**src/rtl/gcd_mc_pkg.sv**
```systemverilog
package gcd_mc_pkg;

  localparam int UADDR_W = 3;
  localparam int UDEPTH  = 1 << UADDR_W;

  typedef enum logic [1:0] {
    SQ_NEXT = 2'b00,
    SQ_CJMP = 2'b01,
    SQ_JMP  = 2'b10
  } seq_op_e;

  typedef enum logic [1:0] {
    CS_IDLE  = 2'b00,  // go is low
    CS_EQ    = 2'b01,  // working registers equal
    CS_GT    = 2'b10,  // first register greater
    CS_NEVER = 2'b11
  } cond_sel_e;

  typedef struct packed {
    logic r1_from_diff;
    logic r2_from_diff;
    logic suba_is_r2;
    logic subb_is_r1;
    logic ld_r1;
    logic ld_r2;
    logic ld_res;
    logic clr_done;
    logic set_done;
  } dp_ctl_t;

  typedef struct packed {
    dp_ctl_t              ctl;
    seq_op_e              seq;
    cond_sel_e            cond;
    logic [UADDR_W-1:0]   na;
  } uword_t;

  localparam int UWORD_W = $bits(uword_t);

  // Control store contents, one entry per microprogram address
  function automatic uword_t ucode(input int addr);
    uword_t w;
    w      = '0;
    w.seq  = SQ_JMP;
    w.cond = CS_NEVER;
    w.na   = '0;
    case (addr)
      0: begin w.seq = SQ_CJMP; w.cond = CS_IDLE; w.na = 3'd0; end
      1: begin
        w.ctl.ld_r1 = 1'b1; w.ctl.ld_r2 = 1'b1; w.ctl.clr_done = 1'b1;
        w.seq = SQ_NEXT;
      end
      2: begin w.seq = SQ_CJMP; w.cond = CS_EQ; w.na = 3'd6; end
      3: begin w.seq = SQ_CJMP; w.cond = CS_GT; w.na = 3'd5; end
      4: begin  // second larger: r2 := r2 - r1
        w.ctl.suba_is_r2 = 1'b1; w.ctl.subb_is_r1 = 1'b1;
        w.ctl.r2_from_diff = 1'b1; w.ctl.ld_r2 = 1'b1;
        w.seq = SQ_JMP; w.na = 3'd2;
      end
      5: begin  // first larger: r1 := r1 - r2
        w.ctl.r1_from_diff = 1'b1; w.ctl.ld_r1 = 1'b1;
        w.seq = SQ_JMP; w.na = 3'd2;
      end
      6: begin
        w.ctl.ld_res = 1'b1; w.ctl.set_done = 1'b1;
        w.seq = SQ_JMP; w.na = 3'd0;
      end
      default: begin w.seq = SQ_JMP; w.na = 3'd0; end
    endcase
    return w;
  endfunction

endpackage

```
**src/rtl/gcd_mc_rom.sv**
```systemverilog
module gcd_mc_rom
  import gcd_mc_pkg::*;
(
  input  logic [UADDR_W-1:0] addr,
  output uword_t             word
);

  uword_t store [UDEPTH];

  for (genvar g = 0; g < UDEPTH; g++) begin : g_word
    assign store[g] = ucode(g);
  end

  assign word = store[addr];

endmodule

```
**src/rtl/gcd_mc_seq.sv**
```systemverilog
module gcd_mc_seq
  import gcd_mc_pkg::*;
(
  input  seq_op_e            seq,
  input  cond_sel_e          cond,
  input  logic [UADDR_W-1:0] na,
  input  logic [UADDR_W-1:0] upc,
  input  logic               go,
  input  logic               st_eq,
  input  logic               st_gt,
  output logic [UADDR_W-1:0] nxt
);

  logic                 sel_status;
  logic [UADDR_W-1:0]   upc_inc;

  assign upc_inc = upc + UADDR_W'(1);

  always_comb begin
    case (cond)
      CS_IDLE: sel_status = ~go;
      CS_EQ:   sel_status = st_eq;
      CS_GT:   sel_status = st_gt;
      default: sel_status = 1'b0;
    endcase
  end

  always_comb begin
    case (seq)
      SQ_CJMP: nxt = sel_status ? na : upc_inc;
      SQ_JMP:  nxt = na;
      default: nxt = upc_inc;
    endcase
  end

endmodule

```
**src/rtl/gcd_mc_dp.sv**
```systemverilog
module gcd_mc_dp
  import gcd_mc_pkg::*;
#(
  parameter int DATA_W = 8
) (
  input  logic              clk,
  input  logic              rst_n,
  input  dp_ctl_t           ctl,
  input  logic [DATA_W-1:0] in_a,
  input  logic [DATA_W-1:0] in_b,
  output logic [DATA_W-1:0] r1,
  output logic [DATA_W-1:0] r2,
  output logic [DATA_W-1:0] res,
  output logic              done,
  output logic              st_eq,
  output logic              st_gt
);

  logic [DATA_W-1:0] sub_a, sub_b, diff;

  assign sub_a = ctl.suba_is_r2 ? r2 : r1;
  assign sub_b = ctl.subb_is_r1 ? r1 : r2;
  assign diff  = sub_a - sub_b;
  assign st_eq = (r1 == r2);
  assign st_gt = (r1 > r2);

  always_ff @(posedge clk or negedge rst_n) begin
    if (!rst_n) begin
      r1   <= '0;
      r2   <= '0;
      res  <= '0;
      done <= 1'b0;
    end else begin
      if (ctl.ld_r1)    r1   <= ctl.r1_from_diff ? diff : in_a;
      if (ctl.ld_r2)    r2   <= ctl.r2_from_diff ? diff : in_b;
      if (ctl.ld_res)   res  <= r1;
      if (ctl.clr_done) done <= 1'b0;
      else if (ctl.set_done) done <= 1'b1;
    end
  end

endmodule

```
**src/rtl/gcd_mc_top.sv**
```systemverilog
module gcd_mc_top
  import gcd_mc_pkg::*;
#(
  parameter int DATA_W = 8
) (
  input  logic              clk,
  input  logic              rst_n,
  input  logic              go,
  input  logic [DATA_W-1:0] opnd_a,
  input  logic [DATA_W-1:0] opnd_b,
  output logic [DATA_W-1:0] gcd_out,
  output logic              done
);

  logic [UADDR_W-1:0] upc;
  logic [UADDR_W-1:0] nxt;
  uword_t             uir;
  uword_t             rom_word;
  logic [DATA_W-1:0]  r1, r2;
  logic               st_eq, st_gt;

  gcd_mc_seq u_seq (
    .seq   (uir.seq),
    .cond  (uir.cond),
    .na    (uir.na),
    .upc   (upc),
    .go    (go),
    .st_eq (st_eq),
    .st_gt (st_gt),
    .nxt   (nxt)
  );

  gcd_mc_rom u_rom (
    .addr (nxt),
    .word (rom_word)
  );

  // Microprogram counter and microinstruction register
  always_ff @(posedge clk or negedge rst_n) begin
    if (!rst_n) begin
      upc <= '0;
      uir <= ucode(0);
    end else begin
      upc <= nxt;
      uir <= rom_word;
    end
  end

  gcd_mc_dp #(.DATA_W(DATA_W)) u_dp (
    .clk   (clk),
    .rst_n (rst_n),
    .ctl   (uir.ctl),
    .in_a  (opnd_a),
    .in_b  (opnd_b),
    .r1    (r1),
    .r2    (r2),
    .res   (gcd_out),
    .done  (done),
    .st_eq (st_eq),
    .st_gt (st_gt)
  );

endmodule

```
**config.mk**
```make
export PLATFORM = sky130hd
export DESIGN_NAME = gcd_mc_top
export DESIGN_NICKNAME = d
export VERILOG_FILES = /design/src/rtl/gcd_mc_pkg.sv /design/src/rtl/gcd_mc_rom.sv /design/src/rtl/gcd_mc_seq.sv /design/src/rtl/gcd_mc_dp.sv /design/src/rtl/gcd_mc_top.sv
export SDC_FILE = /design/constraint.sdc
export NUM_CORES = 1
export LEC_CHECK = 0
export ABC_CLOCK_PERIOD_IN_PS = 2600
export BUFFER_PORTS_ARGS = -buffer_cell sky130_fd_sc_hd__buf_2
export CAP_MARGIN = 10
export CORE_ASPECT_RATIO = 0.75
export CORE_MARGIN = 5
export CORE_UTILIZATION = 53
export DETAILED_ROUTE_END_ITERATION = 16
export PLACE_DENSITY_LB_ADDON = 0.25
export SLEW_MARGIN = 20
export SYNTH_ARGS = -nofsm -noshare
export SYNTH_HDL_FRONTEND = slang
export SYNTH_HIERARCHICAL = 1
export SYNTH_SLANG_ARGS = --single-unit
export TNS_END_PERCENT = 30
```
**constraint.sdc**
```tcl
create_clock -name clk -period 2.6 [get_ports clk]
set_clock_uncertainty 0.1 [all_clocks]
set_input_delay 0.13 -clock clk [delete_from_list [all_inputs] [get_ports clk]]
set_output_delay 0.13 -clock clk [all_outputs]
set_load 0.01 [all_outputs]
```
# == Yosys cells after proc, flatten, opt, wreduce, memory -nomap -nowiden ==
# Memory sizes are Yosys's and may differ from the RTL's. A register that Yosys moved wholly into a read port is not among the register bits.
# Cells that the tools add are included.
# classes
n_addsub,2
bitwise_logic,2
muxes,9
n_reduce_logical,3
eq_ne,5
n_lt_le_gt_ge,1
# op_table
cell,count
two-way mux 8 bit,4
== test 8 bit,1
> comparator 8 bit,1
subtractor 8 bit,1
one-hot mux 3 bit (2 select lines),1
"== test 2 x 1 -> 1 bit, second input constant",2
"== test 2 bit, second input constant",2
NOT 3 -> 4 bit,1
"adder 3 x 1 -> 3 bit, second input constant",1
two-way mux 3 bit,1
one-hot mux 1 bit (3 select lines),1
zero test 2 bit,1
two-way mux 1 bit,2
nonzero test 2 bit,1
zero test 1 bit,1
NOT 1 bit,1
# word_totals
out_inout_bits,9
in_bits,19
elab_cells,28
n_memories,1
regBits,28
romBits,128
# mem_list
memory,depth,width,rd,rd_clocked_by_memory_dff,write_ports,line,text
(no name shown),8,16,1,1,0,gcd_mc_rom.sv:14,assign word = store[addr];

# == Logic depth before layout (Yosys ltp) ==
# depth
word_depth,5
ltp_mapped,15
ltp_nobuf,14

# == Hierarchy ==
# The synthesis kept the hierarchy.
# modules_own_cells
mod,seq_area_each_um2,instances,area_each_um2,cells_per_inst
gcd_mc_dp,625.6,1,1791.7,188
gcd_mc_top,476.7,1,476.7,19
gcd_mc_rom,0.0,1,201.4,24
gcd_mc_seq,0.0,1,196.4,25

# == Least setup slack after synthesis ==
# No wires, ideal clock.
# synth_timing
kind,flip-flop to flip-flop
from,register u_dp.r1[1]
to,register uir[13] (netlist name)
synth_period_minus_slack_ps,2777
setup_slack_ps,-177
stages_incl_launch_ff,15
n_path_buf,1
setup_time_ps,115
required_time_ps,2385
arrival_ps,2562
cell_sequence,dfrtp_1 -> ha_1 -> nor2b_1 -> o21a_1 -> o21a_1 -> o21bai_1 -> a21oi_1 -> nor2b_4 -> o31ai_4 -> a21o_1 -> a31o_1 -> inv_1 -> ha_1 -> and2_2 -> buf_4
# synth_via
elab_chain_len,5
word_cells_on_any_way,6
cone_classes,order compare: 1; eq/ne: 1; mux: 3; bitwise: 1
# synth_rtl
element,line,text
"start, declared",gcd_mc_dp.sv:11,"output logic [DATA_W-1:0] r1,"
"start signal, assigned",gcd_mc_dp.sv:34,if (ctl.ld_r1) r1 <= ctl.r1_from_diff ? diff : in_a;
> comparator 8 bit,gcd_mc_dp.sv:25,assign st_gt = (r1 > r2);
net st_gt,gcd_mc_top.sv:20,"logic st_eq, st_gt;"
one-hot mux 1 bit (3 select lines),gcd_mc_seq.sv:20,case (cond)
two-way mux 3 bit,gcd_mc_seq.sv:30,SQ_CJMP: nxt = sel_status ? na : upc_inc;
one-hot mux 3 bit (2 select lines),gcd_mc_seq.sv:29,case (seq)
net nxt[0],gcd_mc_top.sv:16,logic [UADDR_W-1:0] nxt;
NOT 3 -> 4 bit (implied by the code),gcd_mc_rom.sv:14,
# The timed path passes the listed nets, and every way through them passes these cells.
# A chain may end at the register's enable or synchronous reset.

# == Worst setup path after layout ==
# layout_timing
from,register u_dp.r2[1]
to,register uir[3] (netlist name)
# layout_via
elab_chain_len,5
word_cells_on_any_way,6
cone_classes,order compare: 1; eq/ne: 1; mux: 3; bitwise: 1
# layout_rtl
element,line,text
"start, declared",gcd_mc_dp.sv:12,"output logic [DATA_W-1:0] r2,"
"start signal, assigned",gcd_mc_dp.sv:35,if (ctl.ld_r2) r2 <= ctl.r2_from_diff ? diff : in_b;
> comparator 8 bit,gcd_mc_dp.sv:25,
net st_gt,gcd_mc_top.sv:20,
one-hot mux 1 bit (3 select lines),gcd_mc_seq.sv:20,
two-way mux 3 bit,gcd_mc_seq.sv:30,
one-hot mux 3 bit (2 select lines),gcd_mc_seq.sv:29,
net nxt[0],gcd_mc_top.sv:16,
NOT 3 -> 4 bit (implied by the code),gcd_mc_rom.sv:14,
# The timed path passes the listed nets, and every way through them passes these cells.

==> run metrics <==
Least-Margin Pin Slew 616 ps; Slew HR 0.590; Worst Path Arrival 2800 ps; via count about 2000; core region area 4870 um^2; commonest non-fill, non-tap cell in the layout dfrtp_1; Mapped Area between 2000 and 3000 um^2; RR Endpoint uir[3]$_DFF_PN0_; Wirelength per Cell approximately 16 um; Design Area, Final around 3300 um^2; crit-path cells inv_2, ha_4, nor2b_4, o21a_1, o21a_1, o21bai_1, a21oi_2, nor2b_4, o31ai_4, a21o_1, a31o_4, inv_4, ha_4, or2_1; number of synthesized flops with an enable pin 0; peak supply drop ~0.65 mV; standard-cell row count 22; power per cell area about 1600 nW/um^2; depth of the CTS H-tree 2; Top Family by Delay on Critical Path compound AO/OA/AOI/OAI gates; P&R area growth vs syn 22.5%; antenna fix cells 0; port buffer count 27; layout cells sized above 1 0.358; Fillers approximately 370; largest family of logic cells by synthesized area simple AND/OR/NAND/NOR gates; CTS tree built; DP Area slightly below 3000 um^2; crit-path max FO 6; DIE HEIGHT a little over 70 um; Critical Path Start u_dp/r2[1]$_DFFE_PN0P_; final hold vios 0; most used flip-flop cell after synthesis dfrtp_1; Synth area leader dfrtp_1; Mapped Cells 256; most frequent cells in the layout 42 x dfrtp_1, 28 x buf_4, 26 x buf_2; Initial Util 0.547; RSZ-0062 raised after global routing yes; Min Clock Period, post-route between 2000 and 3000 ps; CTS sink cnt 44; Crit-path slowest cell dfrtp_1; post-synthesis compound-gate area fraction 0.126; RR Startpoint u_dp/r2[1]$_DFFE_PN0P_; vias per cell around 5.4; worst path required time 2700 ps; I/O pins 28; register area share after synthesis 0.413; residual DRC count 0; hpwl dp between 4 and 5 mm; die span in x 91.9 um; period utilisation layout 1.04; CP Launch Type flop; async set-reset flop share out of synthesis 1.00; syn nets approximately 300; Clk Latency, worst-skew pair about 300 ps; Worst R2R Setup Slack -110 ps; CP Depth 14; Yosys Warn Count 6; failing checks negative setup slack; fin nets 352; multiplexer area fraction after synthesis 0.130; Max Slew Vio Count 0; syn_area_per_cell roughly 10 um^2; Final ANT Viol Nets 0; max_cap viols 0; largest net degree at the start of global routing between 40 and 50; drt first-iter violations between 100 and 150; TritonCTS Buffers 5; CP Buf/Inv Count 2; critical path class reg -> reg; remaining global-route overflow 0; Synth Area in Simple Gates 0.140; largest stage delay on the critical path approximately 410 ps; critical path endpoint category flop; path depth of the worst reg2reg path 14; gpl congestion slightly above 0.8; Clock Tree Buf Depth 2; gr usage total 0.189; leakage power between 1.5 and 2 nW; synth unique cells 48; largest cells by area after synthesis dfrtp_1 40%, ha_1 11%, mux2_2 7.2%; final setup margin -109 ps; status complete, but fails checks; worst hold path class in -> reg; CTS clk-pin slew, worst paths 90 ps; number of global-route vias before repair 1997; die area approximately 6600 um^2; worst slack at placement -176 ps; first-pass GRT wire length between 9 and 10 mm; initial antenna violation count 0; Critical Path End uir[3]$_DFF_PN0_; #FFs+latches synth 44; Root Buffer clkbuf_8; Synth Area in XOR/XNOR 0.0164; Adder-Cell Fraction of Synth Area 0.115; top-area cell type share of the netlist area 0.404; Hold Startpoint opnd_b[7]; Final Setup Violations 6; routed wire length just under 6 mm; FMAX ~370 MHz; drt pass-1 iters 5
-- worst min-delay path: cells and delay by family --
kind                   cells  cell delay, ps
AO/OA/AOI/OAI              1              90
buffers and inverters      1              90
AND/OR/NAND/NOR            1              70
-- flip-flops by register name, summed over array words and instances, names as in the netlist --
signal / flops
u_dp/done: 1
u_dp/r1: 8
u_dp/r2: 8
u_dp/res: 8
uir: 16
upc: 3
-- cell type report --
| cell class | instances | area (um^2) | share of cell area |
|---|---|---|---|
| inverter | 16 | 62.6 | 0.0192 |
| timing repair buffer | 61 | 414 | 0.127 |
| multi-input combinational | 181 | 1490 | 0.457 |
| tap | 60 | 75.1 | 0.0230 |
| clock inverter | 3 | 47.5 | 0.0146 |
| clock buffer | 5 | 68.8 | 0.0211 |
| sequential | 44 | 1100 | 0.338 |
-- metal layers --
| metal | GRT usage | part of all wire | vias to the layer above |
|---|---|---|---|
| met3 | 0.0388 | 0.047 | 5 |
| met2 | 0.284 | 0.45 | 47 |
| met5 | 0 | 0 | - |
| met4 | 0.0577 | 0.0071 | 0 |
| li1 | - | - | 1004 |
| met1 | 0.276 | 0.49 | 949 |
-- worst min path at each step --
stage                     slack [ps]  cells past startpoint                      end
after global routing              20                      3   u_dp/r2[7]$_DFFE_PN0P_
after CTS                         10                      3   u_dp/r2[7]$_DFFE_PN0P_
after global placement           230                      1  u_dp/res[1]$_DFFE_PN0P_
final                             20                      3   u_dp/r2[7]$_DFFE_PN0P_
after floorplan                 -270                      0    u_dp/done$_DFFE_PN0P_
after detailed placement         240                      1  u_dp/res[1]$_DFFE_PN0P_
-- repair_timing --
| action | 4_1_cts | 5_1_grt |
|---|---|---|
| pin swaps | 2 | 4 |
| setup buffers | 1 | 5 |
| endpoints found under the hold margin | 46 | 0 |
| hold buffers | 4 | 0 |
| resized for setup | 6 | 12 |
| endpoints found under the setup margin | 11 | 21 |
-- logic make-up (layout without fill, tap and decap cells) --
logic type,after synthesis,in the layout
simple gates,69,69
compound gates,51,51
flops,44,44
mux,32,32
buf+inv,31,85
fa+ha+maj,24,24
xor+xnor,5,5
-- report_power, final --
| part | switching (W) | internal [W] |
|---|---|---|
| clock | 0.000246 | 0.000289 |
| sequential | 0.000277 | 0.00101 |
| combinational | 0.00166 | 0.00174 |
-- Yosys cell counts (all sizes together) (7+ instances only) --
master / instances
dfrtp: 43
ha: 23
nor2: 23
mux2: 18
a21oi: 17
inv: 16
mux2i: 14
buf: 11
o21ai: 10
nand2: 9
nor2b: 8
nand3: 7
-- metrics by stage --
| step | hold slack [ps] | total power, W | instances | util | TNS (ps) |
|---|---|---|---|---|---|
| final | 22.6 | 0.00522 | 370 | 0.670 | -425 |
| after global routing | 20.2 | 0.00568 | 370 | 0.670 | -1880 |
| after CTS | 11.8 | 0.00492 | 365 | 0.653 | -294 |
| after detailed placement | 240 | 0.00425 | 352 | 0.612 | -897 |
| after global placement | 231 | 0.00417 | 352 | 0.612 | -322 |
| after floorplan | -266 | 0.00344 | 256 | - | -157 |
No activity file was read; power rests on OpenSTA's default activity.
